`config.mk`:
```
export PLATFORM = sky130hd
export DESIGN_NAME = i2c_word_rx
export DESIGN_NICKNAME = d
export VERILOG_FILES = /design/src/rtl/i2c_word_rx_pkg.sv /design/src/rtl/i2c_line_sync.sv /design/src/rtl/i2c_frame_ctrl.sv /design/src/rtl/i2c_word_asm.sv /design/src/rtl/i2c_word_rx.sv
export SDC_FILE = /design/constraint.sdc
export NUM_CORES = 1
export LEC_CHECK = 0
export BUFFER_PORTS_ARGS = -buffer_cell sky130_fd_sc_hd__clkbuf_2
export CAP_MARGIN = 20
export CORE_MARGIN = 2
export CORE_UTILIZATION = 53
export CTS_BUF_LIST = sky130_fd_sc_hd__clkbuf_8
export DETAILED_ROUTE_END_ITERATION = 12
export GPL_TIMING_DRIVEN = 1
export PLACE_DENSITY = 0.84
export SLEW_MARGIN = 20
export SYNTH_ARGS = -nofsm -noshare
export SYNTH_HDL_FRONTEND = slang
export SYNTH_SLANG_ARGS = --single-unit
```
`constraint.sdc`:
```
create_clock -name clk -period 1.6 [get_ports clk]
set_input_delay 0.08 -clock clk [delete_from_list [all_inputs] [get_ports clk]]
set_output_delay 0.08 -clock clk [all_outputs]
set_load 0.01 [all_outputs]
```
`src/rtl/i2c_word_rx_pkg.sv`:
```
// Shared types for the three-byte I2C write receiver.
// Assumes: nothing beyond IEEE 1800-2017.
package i2c_word_rx_pkg;

    // Frame sequencer states
    typedef enum logic [2:0] {
        ST_IDLE     = 3'd0,
        ST_ADDR     = 3'd1,
        ST_ADDR_ACK = 3'd2,
        ST_DATA     = 3'd3,
        ST_DATA_ACK = 3'd4,
        ST_IGNORE   = 3'd5
    } frame_st_t;

    localparam int BITS_PER_BYTE = 8;

endpackage

```
`src/rtl/i2c_line_sync.sv`:
```
// Multi-stage synchroniser with edge detection for a group of lines.
// Assumes: lines idle high (open-drain bus), so every stage resets to 1.
module i2c_line_sync #(
    parameter int STAGES = 2,
    parameter int LINES  = 2
) (
    input  logic             clk,
    input  logic             rst_n,
    input  logic [LINES-1:0] raw,
    output logic [LINES-1:0] synced,
    output logic [LINES-1:0] rise,
    output logic [LINES-1:0] fall
);

    generate
        for (genvar l = 0; l < LINES; l++) begin : g_line
            logic [STAGES-1:0] chain;
            logic              prev;

            // Shift the raw line through the synchroniser chain
            always_ff @(posedge clk) begin
                if (!rst_n) chain <= '1;
                else        chain <= {chain[STAGES-2:0], raw[l]};
            end

            // Remember last synchronised value for edge detection
            always_ff @(posedge clk) begin
                if (!rst_n) prev <= 1'b1;
                else        prev <= chain[STAGES-1];
            end

            assign synced[l] = chain[STAGES-1];
            assign rise[l]   = chain[STAGES-1] & ~prev;
            assign fall[l]   = ~chain[STAGES-1] & prev;
        end
    endgenerate

endmodule

```
`src/rtl/i2c_frame_ctrl.sv`:
```
// Frame sequencer: address decode, bit counting, ACK drive, byte hand-off.
// Assumes: synchronised SCL/SDA with one-cycle edge flags; START/STOP flags
// already qualified by the caller. ACK is driven from an SCL fall to the next.
module i2c_frame_ctrl
    import i2c_word_rx_pkg::*;
#(
    parameter logic [6:0] GLOBAL_ADDR = 7'h73,
    parameter int         BYTES       = 3,
    localparam int        IDX_W       = $clog2(BYTES + 1)
) (
    input  logic             clk,
    input  logic             rst_n,
    input  logic             sda_s,
    input  logic             scl_rise,
    input  logic             scl_fall,
    input  logic             start_det,
    input  logic             stop_det,
    input  logic [6:0]       dev_addr,
    output logic             sda_pull,
    output logic             byte_stb,
    output logic [IDX_W-1:0] byte_idx,
    output logic [7:0]       byte_data,
    output frame_st_t        state
);

    localparam logic [3:0] LAST_BIT = 4'(BITS_PER_BYTE);

    frame_st_t        st;
    logic [3:0]       bit_cnt;
    logic [7:0]       shreg;
    logic [IDX_W-1:0] byte_cnt;
    logic [6:0]       addr_q;
    logic             addr_ok;
    logic             byte_end;
    logic             room;

    // Decode the received address byte against both accepted addresses
    always_comb begin
        addr_ok = ((shreg[7:1] == addr_q) || (shreg[7:1] == GLOBAL_ADDR)) && !shreg[0];
    end

    assign byte_end = scl_fall && (bit_cnt == LAST_BIT);
    assign room     = (byte_cnt < IDX_W'(BYTES));

    // Sequence the frame: shift bits, decide ACK, track byte count
    always_ff @(posedge clk) begin
        if (!rst_n) begin
            st       <= ST_IDLE;
            bit_cnt  <= '0;
            shreg    <= '0;
            byte_cnt <= '0;
            addr_q   <= '0;
            sda_pull <= 1'b0;
        end else if (start_det) begin
            st       <= ST_ADDR;
            bit_cnt  <= '0;
            byte_cnt <= '0;
            addr_q   <= dev_addr;
            sda_pull <= 1'b0;
        end else if (stop_det) begin
            st       <= ST_IDLE;
            bit_cnt  <= '0;
            sda_pull <= 1'b0;
        end else begin
            case (st)
                ST_ADDR, ST_DATA: begin
                    if (scl_rise && bit_cnt != LAST_BIT) begin
                        shreg   <= {shreg[6:0], sda_s};
                        bit_cnt <= bit_cnt + 4'd1;
                    end else if (byte_end) begin
                        bit_cnt <= '0;
                        if (st == ST_ADDR) begin
                            if (addr_ok) begin
                                sda_pull <= 1'b1;
                                st       <= ST_ADDR_ACK;
                            end else begin
                                st <= ST_IGNORE;
                            end
                        end else if (room) begin
                            sda_pull <= 1'b1;
                            byte_cnt <= byte_cnt + 1'b1;
                            st       <= ST_DATA_ACK;
                        end else begin
                            st <= ST_IGNORE;
                        end
                    end
                end
                ST_ADDR_ACK, ST_DATA_ACK: begin
                    if (scl_fall) begin
                        sda_pull <= 1'b0;
                        st       <= ST_DATA;
                    end
                end
                default: ;
            endcase
        end
    end

    // Hand a completed, acknowledged data byte to the word assembler
    always_comb begin
        byte_stb  = (st == ST_DATA) && byte_end && room && !start_det && !stop_det;
        byte_idx  = byte_cnt;
        byte_data = shreg;
        state     = st;
    end

endmodule

```
`src/rtl/i2c_word_asm.sv`:
```
// Word assembler: holds early bytes, emits the full word on the last byte.
// Assumes: bytes arrive in index order 0..BYTES-1; index 0 is most significant.
module i2c_word_asm #(
    parameter int  BYTES = 3,
    localparam int IDX_W = $clog2(BYTES + 1),
    localparam int WORD_W = BYTES * 8
) (
    input  logic              clk,
    input  logic              rst_n,
    input  logic              byte_stb,
    input  logic [IDX_W-1:0]  byte_idx,
    input  logic [7:0]        byte_data,
    output logic [WORD_W-1:0] word_out,
    output logic              word_valid
);

    logic [WORD_W-1:0] assembled;
    logic              last_stb;

    generate
        for (genvar i = 0; i < BYTES - 1; i++) begin : g_hold
            logic [7:0] held;

            // Capture byte i when it is acknowledged
            always_ff @(posedge clk) begin
                if (!rst_n)                                  held <= '0;
                else if (byte_stb && byte_idx == IDX_W'(i)) held <= byte_data;
            end

            assign assembled[(BYTES-1-i)*8 +: 8] = held;
        end
    endgenerate

    assign assembled[7:0] = byte_data;
    assign last_stb       = byte_stb && (byte_idx == IDX_W'(BYTES - 1));

    // Publish the word and its one-cycle strobe
    always_ff @(posedge clk) begin
        if (!rst_n) begin
            word_out   <= '0;
            word_valid <= 1'b0;
        end else begin
            word_valid <= last_stb;
            if (last_stb) word_out <= assembled;
        end
    end

endmodule

```
`src/rtl/i2c_word_rx.sv`:
```
// Top: write-only I2C target that frames three data bytes into one word.
// Assumes: SCL/SDA oversampled by clk at least ~8x; SDA stable while SCL high
// except for START/STOP; the bus master never stretches or reads.
module i2c_word_rx
    import i2c_word_rx_pkg::*;
#(
    parameter logic [6:0] GLOBAL_ADDR = 7'h73,
    parameter int         SYNC_STAGES = 2,
    parameter int         WORD_BYTES  = 3,
    localparam int        IDX_W       = $clog2(WORD_BYTES + 1),
    localparam int        WORD_W      = WORD_BYTES * 8
) (
    input  logic              clk,
    input  logic              rst_n,
    input  logic              scl_in,
    input  logic              sda_in,
    input  logic [6:0]        dev_addr,
    output logic              sda_pull,
    output logic [WORD_W-1:0] word_out,
    output logic              word_valid
);

    logic [1:0]       ln_s, ln_rise, ln_fall;
    logic             scl_s, sda_s;
    logic             start_det, stop_det;
    logic             byte_stb;
    logic [IDX_W-1:0] byte_idx;
    logic [7:0]       byte_data;
    frame_st_t        frame_st;

    i2c_line_sync #(
        .STAGES (SYNC_STAGES),
        .LINES  (2)
    ) u_sync (
        .clk    (clk),
        .rst_n  (rst_n),
        .raw    ({sda_in, scl_in}),
        .synced (ln_s),
        .rise   (ln_rise),
        .fall   (ln_fall)
    );

    // Qualify bus conditions: SDA edge while SCL held high
    always_comb begin
        scl_s     = ln_s[0];
        sda_s     = ln_s[1];
        start_det = scl_s && !ln_rise[0] && ln_fall[1];
        stop_det  = scl_s && !ln_rise[0] && ln_rise[1];
    end

    i2c_frame_ctrl #(
        .GLOBAL_ADDR (GLOBAL_ADDR),
        .BYTES       (WORD_BYTES)
    ) u_ctrl (
        .clk       (clk),
        .rst_n     (rst_n),
        .sda_s     (sda_s),
        .scl_rise  (ln_rise[0]),
        .scl_fall  (ln_fall[0]),
        .start_det (start_det),
        .stop_det  (stop_det),
        .dev_addr  (dev_addr),
        .sda_pull  (sda_pull),
        .byte_stb  (byte_stb),
        .byte_idx  (byte_idx),
        .byte_data (byte_data),
        .state     (frame_st)
    );

    i2c_word_asm #(
        .BYTES (WORD_BYTES)
    ) u_asm (
        .clk        (clk),
        .rst_n      (rst_n),
        .byte_stb   (byte_stb),
        .byte_idx   (byte_idx),
        .byte_data  (byte_data),
        .word_out   (word_out),
        .word_valid (word_valid)
    );

endmodule

```
==> out/metrics.yaml <==
global_routing:
  overflow: 0
  grt_max_degree: 34
  grt_pass1_wl_um: 11100
  grt.total_usage_pct: 23.7
  grt_pass1_vias: 2385
  antenna_found_initial: 0
clock_tree:
  cts_buffers: 9
  clkTransAtPathRegs_ns: 0.09
  cts_htree_levels: 3
  clock-sinks: 72
  clk_latency_ns: 0.36
  cts_tree: "yes"
  clockBufferDepth: 2
  cts_root_buffer: "clkbuf_8"
timing:
  tightest_slew_ns: 0.582
  setup_viol: 35
  min_period_ns: 1.71
  timing.final.ws_setup_ns: -0.112
  rsz0062_at_grt: "true"
  clock_skew_ns: 0.0178
  fin_crit_sh_pct: 107
  max_slew_margin_pct: 61.1
  max_freq_mhz: 584
  hold_viol_final: 0
  slew_viol_final: 0
finish:
  syn_to_final_growth_pct: 37.8
  register_area_um2: 1450
  antenna_cells: 0
  multi_input_area_um2: 1510
  layout.cells.most_common: "dfxtp_1"
  layoutNonFillerInstCount: 466
  final_cell_mix: "dfxtp_1 (65), nand2_1 (43), clkbuf_2 (36)"
  nFillCells: 333
  nets: 408
  drive_gt1_share_pct: 34.3
floorplan:
  std_cell_rows: 26
  start_util_pct: 55.2
  die_w_um: 77.2
  ios: 37
  core_area_um2: 5140
  design.die.area_um2: 5950
  fp.dieH_um: 77.2
setup_path:
  cp_max_fo: 8
  path_class: "flip-flop to flip-flop"
  critPathCaptureType: "flip-flop"
  cp_slowest_stage_delay_ns: 0.34
  setup.worst_path.start_class: "flip-flop"
  slowest_stage: "dfxtp_2"
  cp.required_ns: 1.86
  path_cells: "inv_2, ha_4, nand3b_1, nor3_4, and3_4, mux2i_1, nor2_1"
  arrival_ns: 1.97
run:
  maxCapViolCount: 0
placed_design:
  portBuffers: 36
  pre_cts_ws_ns: -0.0476
  gp_congestion: 0.802
  dp.cells: 437
  hpwlAfterDp_um: 4290
power_and_ir_drop:
  p_per_area_nw_per_um2: 966
  vdd_drop_max_mv: 0.951
  p_leak_nw: 1.52
detailed_routing:
  routedWlPerCell_um: 16.1
  first_iter_violations: 170
  vias_per_cell: 5.57
  totalWireLength_um: 7490
  vias: 2597
  postRouteAntennaNets: 0
  drtPass1Iterations: 5
  drc: 0
logic_synthesis:
  yosys_register_bits: 72
  synth.avg_cell_area_um2: 8.86
  synth_fp_nets: 337
  synth_flop_cell: "dfxtp_1"
  synthDistinctLibCells: 37
  ys_warn_count: 0
  postSynth.asyncResetShare_pct: 0
  netlist_instances: 320
  yosysSeqAreaShare_pct: 50.8
  synth_edf_count: 0
  synth_area_um2: 2840
outcome:
  outcome: "finished with violations"
  violations: "negative setup slack"
min_path:
  hp-class: "primary input to flip-flop"
sequential cells by signal, indices dropped and copies added (netlist names):
name                 flops
u_ctrl.addr_q            7
u_ctrl.bit_cnt           4
u_sync.g_line.chain      4
u_asm.word_out          24
u_ctrl.byte_data         8
u_sync.g_line.prev       2
u_asm.word_valid         1
u_ctrl.byte_idx          2
u_asm.g_hold.held       16
u_ctrl.sda_pull          1
u_ctrl.state             3
per-layer routing:
layer  up-vias  track usage, %  wire length (µm)
met5         -               0                 0
met4         0            12.5               252
met3        33            4.12               462
met2       113            40.1              3740
met1      1202            28.7              3030
li1       1249               -                 -
cells by family (layout without fill, tap and decap cells):
group	count (synthesis)	in the layout	synth area share, %
DFF	72	72	50.8
adders and majority gates	6	6	2.65
AOI/OAI and AO/OA	58	58	11.6
xor gates and xnor gates	11	11	3.40
muxes	17	17	6.00
buffers and inverters	24	100	3.44
and+or+nand+nor	132	132	22.1
stage by stage:
stage | hold slack, ns | util [%] | instance area, µm² | setup TNS (ns) | power, mW
2_1_floorplan | 0.153 | - | 2900 | -0.703 | 1.92
3_3_place_gp | 0.263 | 64.6 | 3320 | 0 | 1.97
3_5_place_dp | 0.263 | 64.6 | 3320 | -0.712 | 1.97
4_1_cts | 0.00177 | 71.8 | 3690 | -0.128 | 3.76
5_1_grt | 0.0246 | 76.0 | 3910 | -4.34 | 3.87
6_report | 0.00278 | 76.0 | 3910 | -1.36 | 3.78
cells in the mapped netlist (7+ instances only):
| cell | n | share of area, % |
|---|---|---|
| dfxtp_1 | 72 | 51 |
| nand2_1 | 43 | 5.7 |
| nand3_1 | 37 | 6.5 |
| a21oi_1 | 26 | 4.6 |
| nor2_1 | 25 | 3.3 |
| mux2i_1 | 17 | 6.0 |
| o21ai_0 | 15 | 2.6 |
| clkbuf_1 | 12 | 1.6 |
| nand2b_1 | 8 | 1.8 |
| xnor2_1 | 8 | 2.5 |
| inv_1 | 7 | 0.93 |
final cells by class:
type / instances / share of cell area (%)
Multi-Input combinational cell: 224 / 38.7
Sequential cell: 72 / 37.1
Timing Repair Buffer: 77 / 14.8
Clock buffer: 10 / 3.52
Clock inverter: 6 / 2.88
Tap cell: 70 / 2.24
Inverter: 7 / 0.672
path summary, 6_finish.rpt:
check                                               start                   endpoint  slack, ns  cells past startpoint
worst min register to register  u_sync.g_line[1].chain[0]  u_sync.g_line[1].chain[1]       0.41                      1
worst min-delay path                                rst_n  u_sync.g_line[1].chain[0]      0.003                      2
worst max register to register          u_ctrl.bit_cnt[1]    u_asm.g_hold[0].held[2]      -0.11                      7
worst max-delay path                    u_ctrl.bit_cnt[1]    u_asm.g_hold[0].held[2]      -0.11                      7
report_power, final:
part	internal [mW]	leakage, nW	switching (mW)	total, mW
registers	1.80	0.585	0.00915	1.81
clock network	1.09	0.127	0.724	1.81
logic	0.0727	0.806	0.0800	0.153
total	2.96	1.52	0.813	3.78
worst max-delay path, delay by kind of cell, from the launching register on:
| kind | cells | cell delay [ns] |
|---|---|---|
| buffers and inverters | 1 | 0.06 |
| DFF | 1 | 0.34 |
| adders and majority gates | 1 | 0.12 |
| and+or+nand+nor | 4 | 0.80 |
| muxes | 1 | 0.28 |
timing repair:
item	4_1_cts	5_1_grt
setup buffers	3	1
hold endpoints to repair	9	0
hold buffers	9	0
resized for setup	6	41
gates cloned	0	1
setup endpoints to repair	41	47
pin swaps	8	26
No activity file was read; power rests on OpenSTA's default activity.
